===== src/rtl/tx_refill_pkg.sv =====
package tx_refill_pkg;
  // Next occupancy for one write/read pair.
  function automatic int unsigned fill_step(int unsigned f, logic wr, logic rd);
    return f + (wr ? 1 : 0) - (rd ? 1 : 0);
  endfunction

  // Rotating start index: one past the last grant, wrapping at n.
  function automatic int unsigned rr_start(int unsigned last, int unsigned n);
    return (last + 1 >= n) ? 0 : last + 1;
  endfunction
endpackage


===== src/rtl/trc_pick.sv =====
module trc_pick #(
  parameter int N = 4,
  parameter int W = 2
) (
  input  logic [N-1:0] req,
  input  logic [W-1:0] start,
  output logic [N-1:0] gnt,
  output logic [W-1:0] idx,
  output logic         any
);
  always_comb begin
    int j;
    gnt = '0;
    idx = '0;
    any = 1'b0;
    for (int k = 0; k < N; k++) begin
      j = int'(start) + k;
      if (j >= N) j = j - N;
      if (!any && req[j]) begin
        any    = 1'b1;
        gnt[j] = 1'b1;
        idx    = W'(j);
      end
    end
  end
endmodule


===== src/rtl/trc_chan.sv =====
module trc_chan
  import tx_refill_pkg::*;
#(
  parameter int DEPTH  = 8,
  parameter int LOW_WM = 3,
  parameter int LW     = 4
) (
  input  logic          clk,
  input  logic          rst_n,
  input  logic          wr,
  input  logic          eof,
  input  logic          rd,
  output logic [LW-1:0] level,
  output logic [LW-1:0] level_nxt,
  output logic          primed,
  output logic          below_lw
);
  logic prime_set, prime_clr;

  assign level_nxt = LW'(fill_step(int'(level), wr, rd));
  assign below_lw  = int'(level) < LOW_WM;
  assign prime_set = (int'(level_nxt) > LOW_WM) || (wr && eof);
  assign prime_clr = rd && (level_nxt == '0);

  always_ff @(posedge clk) begin
    if (!rst_n) begin
      level  <= '0;
      primed <= 1'b0;
    end else begin
      level <= level_nxt;
      if (prime_set)      primed <= 1'b1;
      else if (prime_clr) primed <= 1'b0;
    end
  end

  p_no_overflow_r8: assert property (@(posedge clk) disable iff (!rst_n)
    int'(level) <= DEPTH);
  p_read_gated_r3: assert property (@(posedge clk) disable iff (!rst_n)
    rd |-> (primed && level != '0));
  p_prime_fall_r3: assert property (@(posedge clk) disable iff (!rst_n)
    $fell(primed) |-> level == '0);
endmodule


===== src/rtl/tx_refill_ctrl.sv =====
module tx_refill_ctrl
  import tx_refill_pkg::*;
#(
  parameter int NCH    = 40,
  parameter int DEPTH  = 64,
  parameter int LOW_WM = 16,
  localparam int CW    = (NCH > 1) ? $clog2(NCH) : 1,
  localparam int LW    = $clog2(DEPTH + 1)
) (
  input  logic              clk,
  input  logic              rst_n,
  input  logic [NCH-1:0]    chan_en,
  input  logic              rr_mode,
  input  logic [NCH-1:0]    dma_avail_set,
  input  logic [NCH-1:0]    eng_req,
  output logic [NCH-1:0]    eng_gnt,
  input  logic              dma_wr,
  input  logic              dma_eof,
  input  logic              dma_last,
  output logic              refill_busy,
  output logic [CW-1:0]     refill_ch,
  output logic [NCH*LW-1:0] fifo_level
);
  logic [NCH-1:0] avail, primed, below, eng_elig, refill_req, wr_vec, clr_vec;
  logic [LW-1:0]  lvl [NCH];
  logic [LW-1:0]  lvl_nxt [NCH];
  logic [CW-1:0]  last_ch, rr_from, pick_ch, eng_idx;
  logic           pick_any, eng_any, burst_done, burst_full, issue;
  logic [NCH-1:0] pick_onehot;

  // Eligibility vectors brought out as named wires.
  assign eng_elig   = eng_req & chan_en & primed;
  assign refill_req = chan_en & avail & below;

  trc_pick #(.N(NCH), .W(CW)) u_eng_pick (
    .req(eng_elig), .start('0), .gnt(eng_gnt), .idx(eng_idx), .any(eng_any));

  assign rr_from = rr_mode ? CW'(rr_start(int'(last_ch), NCH)) : '0;

  trc_pick #(.N(NCH), .W(CW)) u_refill_pick (
    .req(refill_req), .start(rr_from), .gnt(pick_onehot), .idx(pick_ch), .any(pick_any));

  always_comb begin
    wr_vec  = '0;
    clr_vec = '0;
    if (refill_busy && dma_wr) wr_vec[refill_ch] = 1'b1;
    if (burst_done)            clr_vec[refill_ch] = 1'b1;
  end

  generate
    for (genvar c = 0; c < NCH; c++) begin : g_chan
      trc_chan #(.DEPTH(DEPTH), .LOW_WM(LOW_WM), .LW(LW)) u_chan (
        .clk(clk), .rst_n(rst_n),
        .wr(wr_vec[c]), .eof(dma_eof), .rd(eng_gnt[c]),
        .level(lvl[c]), .level_nxt(lvl_nxt[c]),
        .primed(primed[c]), .below_lw(below[c]));
      assign fifo_level[c*LW +: LW] = lvl[c];
    end
  endgenerate

  assign burst_full = dma_wr && (int'(lvl_nxt[refill_ch]) == DEPTH);
  assign burst_done = refill_busy && (burst_full || dma_last);
  assign issue      = !refill_busy && pick_any;

  always_ff @(posedge clk) begin
    if (!rst_n) begin
      refill_busy <= 1'b0;
      refill_ch   <= '0;
      last_ch     <= CW'(NCH - 1);
      avail       <= '0;
    end else begin
      avail <= (avail & ~clr_vec) | dma_avail_set;
      if (burst_done) begin
        refill_busy <= 1'b0;
      end else if (issue) begin
        refill_busy <= 1'b1;
        refill_ch   <= pick_ch;
        last_ch     <= pick_ch;
      end
    end
  end

  p_gnt_onehot_r2: assert property (@(posedge clk) disable iff (!rst_n)
    $onehot0(eng_gnt));
  p_gnt_enabled_r9: assert property (@(posedge clk) disable iff (!rst_n)
    (eng_gnt & ~chan_en) == '0);
  p_grant_held_r7: assert property (@(posedge clk) disable iff (!rst_n)
    (refill_busy && $past(refill_busy)) |-> $stable(refill_ch));
  p_req_gated_r4: assert property (@(posedge clk) disable iff (!rst_n)
    $rose(refill_busy) |-> ((($past(refill_req) >> refill_ch) & 1) != 0));
  p_avail_clear_r8: assert property (@(posedge clk) disable iff (!rst_n)
    (burst_done && dma_avail_set == '0) |=> ((avail >> $past(refill_ch)) & 1) == 0);
endmodule


===== config.mk =====
export PLATFORM = sky130hd
export DESIGN_NAME = tx_refill_ctrl
export DESIGN_NICKNAME = d
export VERILOG_FILES = /design/src/rtl/tx_refill_pkg.sv /design/src/rtl/trc_pick.sv /design/src/rtl/trc_chan.sv /design/src/rtl/tx_refill_ctrl.sv
export SDC_FILE = /design/constraint.sdc
export NUM_CORES = 2
export LEC_CHECK = 0
export ABC_AREA = 1
export BUFFER_PORTS_ARGS = -buffer_cell sky130_fd_sc_hd__buf_2
export CORE_MARGIN = 8
export CORE_UTILIZATION = 55
export DETAILED_ROUTE_END_ITERATION = 12
export GPL_TIMING_DRIVEN = 0
export PLACE_DENSITY = 0.8
export SLEW_MARGIN = 20
export SYNTH_ARGS = -nofsm -noshare
export SYNTH_HDL_FRONTEND = slang
export SYNTH_SLANG_ARGS = --single-unit

===== constraint.sdc =====
create_clock -name clk -period 10.95 [get_ports clk]
set_clock_uncertainty 0.1 [all_clocks]
set_input_delay 2.19 -clock clk [delete_from_list [all_inputs] [get_ports clk]]
set_output_delay 2.19 -clock clk [all_outputs]
set_load 0.1 [all_outputs]

==> flow_metrics.env <==
export IMPL_preCtsSetupSlack_ps=-2200
export IMPL_layout_commonest_cell="inv_1"
export IMPL_start_util_pct=55.2
export IMPL_cts_tree="done"
export IMPL_synth_edf_count=0
export IMPL_slew_headroom_pct=9.28
export IMPL_tightest_slew_ps=1360
export IMPL_drv_slew=0
export IMPL_worst_path_max_fanout=10
export IMPL_io_pins=453
export IMPL_critPathLaunch="eng_req[0]"
export IMPL_final_cells=6746
export IMPL_area_delta_synth_final_pct=14.3
export IMPL_vias=40700
export IMPL_final_cell_mix="inv_1 (1054), nand2_1 (841), nor2_1 (634), buf_2 (470), ha_1 (384)"
export IMPL_die_area_um2=72400
export IMPL_synth_cell_types=74
export IMPL_wl_per_cell_um=24.8
export IMPL_max_stage_delay_ps=450
export IMPL_yosysSeqAreaShare_pct=21.1
export IMPL_fin_area_um2=40300
export IMPL_ys_warn_count=0
export IMPL_max_freq_mhz=92.9
export IMPL_path_class="in -> reg"
export IMPL_met1_usage_pct=52.6
export IMPL_drt_total_wl_mm=167
export IMPL_worstHoldStart="g_chan[24].u_chan.primed$_SDFFE_PN0P_"
export IMPL_layout_drive_gt1_share_pct=12.8
export IMPL_start_kind="input pin"
export IMPL_numClockSinks=371
export IMPL_grt_pass1_vias=37800
export IMPL_gp_congestion=1.20
export IMPL_overflow=0
export IMPL_fin_nets=6406
export IMPL_clockBufferDepth=3
export IMPL_fin_crit_sh_pct=98.3
export IMPL_crit_path_end_kind="register"
export IMPL_place_area_um2=38600
export IMPL_cts_buffers=43
export IMPL_antenna_found_initial=9
export IMPL_drc=0
export IMPL_ys_ff_latch=371
export IMPL_hpwl_mm=136
export IMPL_coreArea_um2=63900
export IMPL_gr_max_usage_layer="met2"
export IMPL_use_met2_pct=64.8
export IMPL_setup_slack_ps=186
export IMPL_globalRouteTotalUtil_pct=43.4
export IMPL_finalSetupTns_ps=0
export IMPL_maxCapViolCount=0
export IMPL_postSynthCellCount=5356
export IMPL_crit_top_cell="inv_1"
export IMPL_port_buffers=450
export IMPL_die_h_um=269
export IMPL_crit_slowest_cell="a2111oi_2"
export IMPL_rows=93
export IMPL_r2r_start="refill_ch[3]$_SDFFE_PN0P_"
export IMPL_arrival_ps=11180
export IMPL_grt_use_met3_pct=14.4
export IMPL_worstHoldPathType="reg -> reg"
export IMPL_placed_cells=6664
export IMPL_synth_area_um2=35200
export IMPL_synth_net_count=5907
export IMPL_grt_max_degree=17
export IMPL_ant_nets=0
export IMPL_dominantRegCellSynth="dfxtp_1"
export IMPL_root_buffer="clkbuf_16"
export IMPL_first_pass_iters=9
export IMPL_avgSynthCellArea_um2=6.58
export IMPL_cts_htree_levels=2
export IMPL_die_width_um=269
export IMPL_fin_crit_ps=10760
export IMPL_critPathRequiredTime_ps=11370
export IMPL_grt_pass1_wl_mm=240
export IMPL_routed_via_density=6.03
export IMPL_setup_viol=0
export IMPL_clock_latency_ps=620
export IMPL_drtIter0Drc=5328
export IMPL_async_flop_share_pct=0
export IMPL_status="finished clean"
export IMPL_hold_viol_final=0
export IMPL_clk_pin_slew_ps=60
cell usage after synthesis, types with 41 or more instances:
master    count  area, um^2
inv_1      1054        3960
nand2_1     841        3160
nor2_1      637        2390
ha_1        384        4800
dfxtp_1     371        7430
a21oi_1     319        1600
o21ai_0     280        1400
nand3_1     269        1350
xor2_1      226        1980
nand4_1     134         838
clkbuf_1     87         327
xnor2_1      66         578
o211ai_1     56         420
o21ai_1      56         280
o22ai_1      55         344
buf_4        47         353
fa_1         41         821
per-stage QoR:
step | util [%] | hold slack, ps
after floorplan | - | 339
after global placement | 60.4 | 351
after global routing | 63.0 | 378
after CTS | 62.8 | 365
after detailed placement | 60.5 | 355
final | 63.0 | 368
critical path: cells and delay by family:
kind | cells | cell delay [ps]
AOI/OAI and AO/OA | 14 | 2950
adders and majority gates | 3 | 800
xor gates and xnor gates | 1 | 300
and+or+nand+nor | 25 | 3330
buffers and inverters | 12 | 1560
cell type report:
class	count	area, um^2
flip-flops and latches	371	7430
diodes	7	17.5
plain buffers	165	886
inverters	1081	4060
well taps	855	1070
fillers	6140	23600
multi-input cells	3738	23100
clock inverters	13	165
clock buffers	61	1230
repair buffers	455	2290
sequential cells by signal, summed over array words and instances, names as in the netlist:
signal / count
avail: 40
refill_busy: 1
last_ch: 4
refill_ch: 6
g_chan.u_chan.level: 280
g_chan.u_chan.primed: 40
repair_timing:
action	4_1_cts	5_1_grt
hold buffers	0	0
endpoints found under the setup margin	46	55
buffers inserted	2	0
endpoints found under the hold margin	0	0
gates resized for setup	22	28
pin swaps	2	3
worst paths after layout:
path / depth (start not counted) / endpoint / slack (ps)
setup / recovery: 55 / avail[35]$_SDFF_PN0_ / 190
hold / removal: 2 / g_chan[24].u_chan.primed$_SDFFE_PN0P_ / 370
setup reg to reg: 46 / last_ch[5]$_SDFFE_PN1P_ / 870
hold reg to reg: 2 / g_chan[24].u_chan.primed$_SDFFE_PN0P_ / 370
kinds of logic (layout without fill, tap and decap cells):
kind of cell	Yosys count	after routing	synth area share, %
fa+ha+maj	425	425	16.0
mux	8	8	0.231
simple gates	2055	2055	25.5
compound gates	950	950	15.6
xor+xnor	300	300	7.69
other cells	0	7	0
buf+inv	1247	1775	13.9
flops	371	371	21.1
metal layers:
metal	up-vias	share of wire, %	routed length [um]
li1	18300	-	-
met1	18700	37	61600
met5	-	0.11	184
met3	768	14	22900
met2	2831	41	68600
met4	6	8.4	14000
Power is left out: the tool's default activity adds up to more than one toggle a clock period on the data nets, which glitch-free logic cannot reach.
